**config.mk**
```make
export PLATFORM = sky130hd
export DESIGN_NAME = addsub_flag_alu
export DESIGN_NICKNAME = d
export VERILOG_FILES = /design/src/rtl/alu_pkg.sv /design/src/rtl/alu_operand_prep.sv /design/src/rtl/alu_adder.sv /design/src/rtl/alu_flag_reg.sv /design/src/rtl/alu_cond_eval.sv /design/src/rtl/addsub_flag_alu.sv
export SDC_FILE = /design/constraint.sdc
export NUM_CORES = 1
export LEC_CHECK = 0
export ABC_AREA = 1
export ABC_CLOCK_PERIOD_IN_PS = 3100
export BUFFER_PORTS_ARGS = -buffer_cell sky130_fd_sc_hd__buf_2
export CELL_PAD_IN_SITES_DETAIL_PLACEMENT = 1
export CELL_PAD_IN_SITES_GLOBAL_PLACEMENT = 1
export CORE_ASPECT_RATIO = 0.9
export CORE_MARGIN = 8
export CORE_UTILIZATION = 30
export CTS_BUF_LIST = sky130_fd_sc_hd__clkbuf_8
export DETAILED_ROUTE_END_ITERATION = 8
export HOLD_SLACK_MARGIN = 0.05
export PLACE_DENSITY = 0.83
export RECOVER_POWER = 100
export SLEW_MARGIN = 20
export SYNTH_ARGS = -nofsm -noshare
export SYNTH_HDL_FRONTEND = slang
export SYNTH_SLANG_ARGS = --single-unit
```
**constraint.sdc**
```tcl
create_clock -name clk_i -period 3.1 [get_ports clk_i]
set_clock_uncertainty 0.05 [all_clocks]
set_input_delay 0.155 -clock clk_i [delete_from_list [all_inputs] [get_ports clk_i]]
set_output_delay 0.155 -clock clk_i [all_outputs]
set_load 0.02 [all_outputs]
```
**src/rtl/alu_pkg.sv**
```systemverilog
package alu_pkg;

  typedef enum logic [2:0] {
    OP_ADD = 3'd0,
    OP_ADC = 3'd1,
    OP_SUB = 3'd2,
    OP_SBC = 3'd3,
    OP_CMP = 3'd4
  } alu_op_e;

  typedef enum logic [3:0] {
    CC_EQ  = 4'd0,
    CC_NE  = 4'd1,
    CC_CS  = 4'd2,
    CC_CC  = 4'd3,
    CC_MI  = 4'd4,
    CC_PL  = 4'd5,
    CC_VS  = 4'd6,
    CC_VC  = 4'd7,
    CC_LTU = 4'd8,
    CC_LEU = 4'd9,
    CC_GTU = 4'd10,
    CC_GEU = 4'd11,
    CC_LTS = 4'd12,
    CC_LES = 4'd13,
    CC_GTS = 4'd14,
    CC_GES = 4'd15
  } cond_e;

  typedef struct packed {
    logic z;
    logic n;
    logic v;
    logic c;
  } flags_t;

endpackage

```
**src/rtl/alu_operand_prep.sv**
```systemverilog
module alu_operand_prep
  import alu_pkg::*;
#(
  parameter int WIDTH = 32
) (
  input  logic [2:0]       op_i,
  input  logic [WIDTH-1:0] b_i,
  input  logic             c_stored_i,
  output logic [WIDTH-1:0] b_eff_o,
  output logic             cin_o
);

  logic inv_b;

  always_comb begin
    inv_b = 1'b0;
    cin_o = 1'b0;
    unique case (op_i)
      OP_ADD:  begin inv_b = 1'b0; cin_o = 1'b0;       end
      OP_ADC:  begin inv_b = 1'b0; cin_o = c_stored_i; end
      OP_SUB,
      OP_CMP:  begin inv_b = 1'b1; cin_o = 1'b1;       end
      OP_SBC:  begin inv_b = 1'b1; cin_o = c_stored_i; end
      default: begin inv_b = 1'b0; cin_o = 1'b0;       end
    endcase
  end

  assign b_eff_o = inv_b ? ~b_i : b_i;

endmodule

```
**src/rtl/alu_adder.sv**
```systemverilog
module alu_adder #(
  parameter int WIDTH  = 32,
  parameter bit RIPPLE = 1'b0
) (
  input  logic [WIDTH-1:0] a_i,
  input  logic [WIDTH-1:0] b_i,
  input  logic             cin_i,
  output logic [WIDTH-1:0] sum_o,
  output logic             cout_o
);

  localparam int SumW = WIDTH + 1;

  if (RIPPLE) begin : g_ripple
    always_comb begin
      logic cy;
      cy = cin_i;
      for (int i = 0; i < WIDTH; i++) begin
        sum_o[i] = a_i[i] ^ b_i[i] ^ cy;
        cy       = (a_i[i] & b_i[i]) | (cy & (a_i[i] ^ b_i[i]));
      end
      cout_o = cy;
    end
  end else begin : g_behav
    logic [SumW-1:0] full;
    assign full   = {1'b0, a_i} + {1'b0, b_i} + {{WIDTH{1'b0}}, cin_i};
    assign sum_o  = full[WIDTH-1:0];
    assign cout_o = full[WIDTH];
  end

endmodule

```
**src/rtl/alu_flag_reg.sv**
```systemverilog
module alu_flag_reg
  import alu_pkg::*;
#(
  parameter int WIDTH = 32
) (
  input  logic             clk_i,
  input  logic             rst_ni,
  input  logic             we_i,
  input  logic [WIDTH-1:0] sum_i,
  input  logic             cout_i,
  input  logic             a_msb_i,
  input  logic             b_msb_i,
  output flags_t           flags_o
);

  flags_t nxt;
  logic   res_msb;

  assign res_msb = sum_i[WIDTH-1];

  always_comb begin
    nxt.z = (sum_i == '0);
    nxt.n = res_msb;
    nxt.c = cout_i;
    // like-signed inputs with a result of the other sign
    nxt.v = (a_msb_i == b_msb_i) && (res_msb != a_msb_i);
  end

  always_ff @(posedge clk_i or negedge rst_ni) begin
    if (!rst_ni)   flags_o <= '0;
    else if (we_i) flags_o <= nxt;
  end

endmodule

```
**src/rtl/alu_cond_eval.sv**
```systemverilog
module alu_cond_eval
  import alu_pkg::*;
(
  input  flags_t     flags_i,
  input  logic [3:0] cond_i,
  output logic       cond_o
);

  logic lt_s, lt_u;

  assign lt_s = flags_i.n ^ flags_i.v;
  assign lt_u = ~flags_i.c;

  always_comb begin
    unique case (cond_e'(cond_i))
      CC_EQ:   cond_o = flags_i.z;
      CC_NE:   cond_o = ~flags_i.z;
      CC_CS:   cond_o = flags_i.c;
      CC_CC:   cond_o = ~flags_i.c;
      CC_MI:   cond_o = flags_i.n;
      CC_PL:   cond_o = ~flags_i.n;
      CC_VS:   cond_o = flags_i.v;
      CC_VC:   cond_o = ~flags_i.v;
      CC_LTU:  cond_o = lt_u;
      CC_LEU:  cond_o = lt_u | flags_i.z;
      CC_GTU:  cond_o = ~(lt_u | flags_i.z);
      CC_GEU:  cond_o = ~lt_u;
      CC_LTS:  cond_o = lt_s;
      CC_LES:  cond_o = lt_s | flags_i.z;
      CC_GTS:  cond_o = ~(lt_s | flags_i.z);
      CC_GES:  cond_o = ~lt_s;
      default: cond_o = 1'b0;
    endcase
  end

endmodule

```
**src/rtl/addsub_flag_alu.sv**
```systemverilog
module addsub_flag_alu
  import alu_pkg::*;
#(
  parameter int WIDTH  = 32,
  parameter bit RIPPLE = 1'b0
) (
  input  logic             clk_i,
  input  logic             rst_ni,
  input  logic [2:0]       op_i,
  input  logic [WIDTH-1:0] a_i,
  input  logic [WIDTH-1:0] b_i,
  input  logic             flag_we_i,
  input  logic [3:0]       cond_i,
  output logic [WIDTH-1:0] res_o,
  output logic             res_we_o,
  output logic             flag_z_o,
  output logic             flag_n_o,
  output logic             flag_v_o,
  output logic             flag_c_o,
  output logic             cond_o
);

  localparam int MsbIdx = WIDTH - 1;

  flags_t           flags;
  logic [WIDTH-1:0] b_eff;
  logic             cin;
  logic             cout;
  logic             op_known;

  assign op_known = (op_i <= OP_CMP);
  assign res_we_o = op_known && (op_i != OP_CMP);

  alu_operand_prep #(.WIDTH(WIDTH)) u_prep (
    .op_i       (op_i),
    .b_i        (b_i),
    .c_stored_i (flags.c),
    .b_eff_o    (b_eff),
    .cin_o      (cin)
  );

  alu_adder #(.WIDTH(WIDTH), .RIPPLE(RIPPLE)) u_add (
    .a_i    (a_i),
    .b_i    (b_eff),
    .cin_i  (cin),
    .sum_o  (res_o),
    .cout_o (cout)
  );

  alu_flag_reg #(.WIDTH(WIDTH)) u_flags (
    .clk_i   (clk_i),
    .rst_ni  (rst_ni),
    .we_i    (flag_we_i && op_known),
    .sum_i   (res_o),
    .cout_i  (cout),
    .a_msb_i (a_i[MsbIdx]),
    .b_msb_i (b_eff[MsbIdx]),
    .flags_o (flags)
  );

  alu_cond_eval u_cond (
    .flags_i (flags),
    .cond_i  (cond_i),
    .cond_o  (cond_o)
  );

  assign flag_z_o = flags.z;
  assign flag_n_o = flags.n;
  assign flag_v_o = flags.v;
  assign flag_c_o = flags.c;

endmodule

```
; ---- Word level (Yosys, flattened, before mapping)
; Cells that the tools add are included.
[op_classes]
n_addsub = 2
order_cmp = 1
n_eq_ne = 22
n_mux = 4
n_bitwise = 11
n_reduce_logical = 10
[op_table]
columns = op, count
row1 = 32-bit by 32-bit adder with 33-bit output, 1
row2 = 33-bit by 1-bit adder with 33-bit output, 1
row3 = 4-bit equality test (second input constant), 8
row4 = 32-bit zero test, 1
row5 = 32-bit 2-to-1 mux, 1
row6 = 32-bit inverter, 1
row7 = 4-bit by 3-bit equality test with 1-bit output (second input constant), 4
row8 = 1-bit one-hot mux with 14 select lines, 1
row9 = 4-bit by 2-bit equality test with 1-bit output (second input constant), 2
row10 = 2-bit OR reduction, 4
row11 = 1-bit inverter, 7
row12 = 3-bit by 2-bit equality test with 1-bit output (second input constant), 2
row13 = 4-bit by 1-bit equality test with 1-bit output (second input constant), 1
row14 = 4-bit zero test, 1
row15 = 3-bit by 1-bit equality test with 1-bit output (second input constant), 1
row16 = 3-bit equality test (second input constant), 1
row17 = 3-bit less-or-equal comparator (second input constant), 1
row18 = 1-bit logical AND, 3
row19 = 3-bit != test (second input constant), 1
row20 = 3-bit OR reduction, 1
row21 = 1-bit bitwise OR, 2
row22 = 1-bit one-hot mux with 2 select lines, 1
row23 = 1-bit equality test, 1
row24 = 1-bit 2-to-1 mux, 1
row25 = other kinds (2), 2
[word_totals]
ff_bits = 4
in_bits = 74
output_inout_bits = 38
wordCells = 54

; ---- Logic depth before layout (Yosys ltp)
[depth]
ltp_word = 8
depth_mapped = 21
ltp_nobuf = 20

; ---- Cells and area by module
; Synthesis repeated with hierarchy kept, for this count alone.
[hier_totals]
cells_unflattened = 741
hier_area_um2 = 3520.9
[modules_own_cells]
columns = mod, n_inst, cells_each, area_each_um2, seq_area_each_um2
row1 = alu_adder, 1, 505, 2393.5, 0.0
row2 = alu_operand_prep, 1, 146, 664.4, 0.0
row3 = alu_flag_reg, 1, 47, 281.5, 100.1
row4 = alu_cond_eval, 1, 38, 162.7, 0.0
row5 = addsub_flag_alu, 1, 5, 18.8, 0.0

; ---- Least setup slack after synthesis
; No wires, ideal clock.
[synth_timing]
path_kind = reg-to-reg
from = register u_flags.flags_o[0] (netlist name)
to = register u_flags.flags_o[3] (netlist name)
setup_time_ns = 0.065
t_arrival_ns = 2.679
t_required_ns = 2.985
path_slack_ns = 0.306
stages_incl_launch_ff = 19
n_path_buf = 0
period_less_slack_ns = 2.794
path_cell_list = dfrtp_1 inv_1 a21boi_0 o31ai_1 fa_1 fa_1 inv_1 nand3_1 nand2_2 nand2_1 nand2_1 nand2_1 nand3_1 nand2_1 nor2_1 nand3_1 nor2_1 nand3_1 nand2_1
[synth_between]
elab_chain_cells = 3
[synth_rtl]
columns = item, line
row1 = from (decl), alu_flag_reg.sv:13  ; output flags_t flags_o
row2 = from (signal assigned), alu_flag_reg.sv:31  ; else if (we_i) flags_o <= nxt;
row3 = 1-bit one-hot mux with 2 select lines, alu_operand_prep.sv:18  ; unique case (op_i)
row4 = 33-bit by 1-bit adder with 33-bit output, alu_adder.sv:26  ; assign full = {1'b0, a_i} + {1'b0, b_i} + {{WIDTH{1'b0}}, cin_i};
row5 = via res_o[16], addsub_flag_alu.sv:14  ; output logic [WIDTH-1:0] res_o,
row6 = 32-bit zero test, alu_flag_reg.sv:22  ; nxt.z = (sum_i == '0);
; The timed path passes the listed nets, and every way through them passes these cells.
; A chain may end at the register's enable or synchronous reset.

; ---- Worst setup path after layout
[layout_timing]
from = register u_flags.flags_o[0] (netlist name)
to = output port res_o[30]
[layout_between]
elab_chain_cells = 2
[layout_rtl]
columns = item, line
row1 = 1-bit one-hot mux with 2 select lines, alu_operand_prep.sv:18
row2 = 33-bit by 1-bit adder with 33-bit output, alu_adder.sv:26
row3 = to (decl), addsub_flag_alu.sv:14
; No other way between the ends.

==> qor.csv <==
stage;metric;value;unit
die;io-pin-count;112;
worst_hold_path;hold_class;input port to flop;
synth;yosysTopAreaCell;nand2_1;
place;dp_slack;-0.210;ns
synth;synth_area_per_cell;5.04;µm²
sta;slew_headroom;74.6;%
route;drt_first_pass_iters;4;
layout;nFillCells;1613;
synth;synthFlopType;dfrtp_1;
sta;maxSlewViolCount;0;
route;routedWlPerCell;13.8;µm
place;routabilityCongestion;0.867;
clock_network;tritoncts;done;
route;wl;12.7;mm
layout;layout-drive-gt1-share;21.7;%
layout;final_area;4240;µm²
route;drc;0;
worst_setup_path;required;2.89;ns
synth;synth_nets;751;
worst_setup_path;start_kind;flop;
clock_network;clock_sinks;4;
layout;regArea;100;µm²
layout;regMostFlops;u_flags.flags_o;
layout;nets;891;
status;status;finished, final reports clean;
sta;fin_hold_ws;0.253;ns
clock_network;clkTransAtPathRegs;0.03;ns
synth;synthCells;644;
worst_setup_path;reg2reg_from;u_flags.flags_o[0]$_DFFE_PN0P_;
worst_hold_path;hold_path_depth;4;
sta;rsz0062_at_grt;yes;
flow_run;max_cap_viol_count;0;
worst_hold_path;worstHoldEndpoint;u_flags.flags_o[1]$_DFFE_PN0P_;
sta;hold_viol;0;
die;die_x;126;µm
place;io_buffers;111;
grt;grt_pass1_wl;21.0;mm
worst_setup_path;cp.arrival;2.75;ns
sta;fin_crit_sh;95.4;%
route;drtIter0Drc;169;
synth;ys_types;30;
clock_network;cts_buffers;3;
layout;antenna_cells;0;
die;core-area;10700;µm²
place;dp_hpwl;11.4;mm
sta;finalCriticalPeriod;2.96;ns
clock_network;cts_htree_levels;1;
synth;synth_edf_count;0;
synth;synth_commonest_cells;nand2_1, inv_1, nor2_1;
layout;largest_register_ffs;4;
die;rows;36;
synth;ys_async_sr_fraction;100;%
die;initial_core_util;30.4;%
clock_network;cts_root_buffer;clkbuf_8;
worst_setup_path;reg2reg_to;u_flags.flags_o[3]$_DFFE_PN0P_;
layout;areaGrowthSynthToFinish;30.7;%
pwr;p_per_area;437;nW/µm²
synth;synth-warning-count;0;
grt;grt_util_all_layers;17.5;%
layout;multi_input_area;2620;µm²
synth;ys_seq_area_share;3.09;%
worst_hold_path;hp-start;a_i[31];
synth;yosysTopAreaCellShare;28.9;%
clock_network;clockBufferDepth;2;
layout;top_regs;u_flags.flags_o (4);
die;die_area;14400;µm²
worst_setup_path;crit_path_max_fanout;4;
sta;worst_pin_slew;0.377;ns
sta;finalSetupViolations;0;
sta;setup_ws;0.143;ns
worst_setup_path;cp-end-kind;primary output;
synth;synth.most_common_cell;nand2_1;
grt;antenna_found_initial;0;
sta;max_clock_freq;338;MHz
clock_network;clk_latency;0.22;ns
grt;grt_overflow_total;0;
synth;syn_area;3240;µm²
place;placed_area;4160;µm²
worst_setup_path;reg2reg_slack;0.27;ns
synth;ys_ff_latch;4;
pwr;leakagePower;2.68;nW
synth;synth_area_leaders;nand2_1, inv_1, ha_1;
layout;stdcell_count;915;
grt;grt_pass1_vias;4507;
route;postRouteAntennaNets;0;
pwr;peakVddDrop;144;µV
place;placed_cells;909;
route;vias;4247;
route;vias_per_cell;4.64;
die;dieHeight;115;µm
worst_setup_path;rr_worst_depth;17;
grt;grt_max_degree;32;
worst_setup_path;worstSetupPathType;flop to primary output;
==> through the flow <==
| stage | power [mW] | TNS (ns) | utilization, % |
|---|---|---|---|
| final | 1.85 | 0 | 39.7 |
| after global routing | 2.05 | -0.0897 | 39.7 |
| after CTS | 1.85 | 0 | 39.5 |
| after detailed placement | 1.72 | -0.251 | 38.9 |
| after global placement | 1.69 | -0.0107 | 38.9 |
| after floorplan | 1.12 | 0 | - |
==> cells by family after synthesis <==
group           synth area share [%]
buf+inv                         17.1
fa+ha+maj                       13.2
compound gates                  6.98
simple gates                    48.3
flops                           3.09
xor+xnor                        11.3
==> final cells by class <==
class                      count  share of cell area [%]
sequential                     4                    2.36
clock buffer                   3                   0.973
tap                          133                    3.92
inverter                     142                    12.6
multi-input combinational    494                    61.8
timing repair buffer         139                    18.4
==> report_power, final <==
part           internal, mW  switching [mW]
sequential           0.0618         0.00924
clock                0.0830          0.0286
combinational         0.606            1.07
==> timing repair <==
| action | CTS | global route |
|---|---|---|
| hold endpoints to repair | 4 | 0 |
| endpoints found under the setup margin | 5 | 12 |
| hold buffers | 1 | 0 |
| buffers inserted | 0 | 2 |
| gates resized for setup | 2 | 5 |
| pin swaps | 0 | 1 |
==> worst max path at each step <==
stage / startpoint / cells after the start / to
after global placement: op_i[1] / 18 / u_flags.flags_o[3]$_DFFE_PN0P_
final: u_flags.flags_o[0]$_DFFE_PN0P_ / 18 / res_o[30]
after CTS: u_flags.flags_o[0]$_DFFE_PN0P_ / 18 / res_o[30]
after global routing: u_flags.flags_o[0]$_DFFE_PN0P_ / 18 / res_o[30]
after detailed placement: op_i[1] / 18 / u_flags.flags_o[3]$_DFFE_PN0P_
after floorplan: u_flags.flags_o[0]$_DFFE_PN0P_ / 18 / u_flags.flags_o[3]$_DFFE_PN0P_
==> placed cells by master, fill, tap and decap left out, types with 2 or more instances in the layout <==
cell type / instances
nand4_1: 8
a21oi_1: 23
nor3_1: 2
nor2_1: 58
inv_1: 141
nor2_2: 5
xor2_1: 3
nand3b_1: 3
ha_1: 30
nand2_2: 11
buf_4: 26
nand3_2: 3
nand3_1: 33
nand2_1: 250
fa_2: 2
clkbuf_8: 3
xnor2_1: 38
buf_2: 110
or2_2: 2
o21ai_0: 11
dfrtp_1: 4
==> metal layers <==
layer,up-vias,global-route usage [%],routed length (µm)
li1,2218,-,-
met1,1926,22.3,5980
met2,95,30.6,5810
met3,8,3.35,780
met4,0,2.03,83
met5,-,0,0
==> critical path, cell delays in order, from the launching register on <==
cell and delay, ns:
dfrtp_1 0.38, inv_1 0.09, a21boi_1 0.14, o31ai_1 0.10, fa_2 0.37, fa_2 0.36
inv_1 0.10, nand3_1 0.09, nand2_2 0.12, nand2_2 0.07, nand2_2 0.08, nand3_2 0.07
nand2_1 0.08, nand2_1 0.07, nand2_1 0.09, nand2_1 0.06, nand2_1 0.08, inv_1 0.04
buf_2 0.15
No activity file was read; power rests on OpenSTA's default activity.
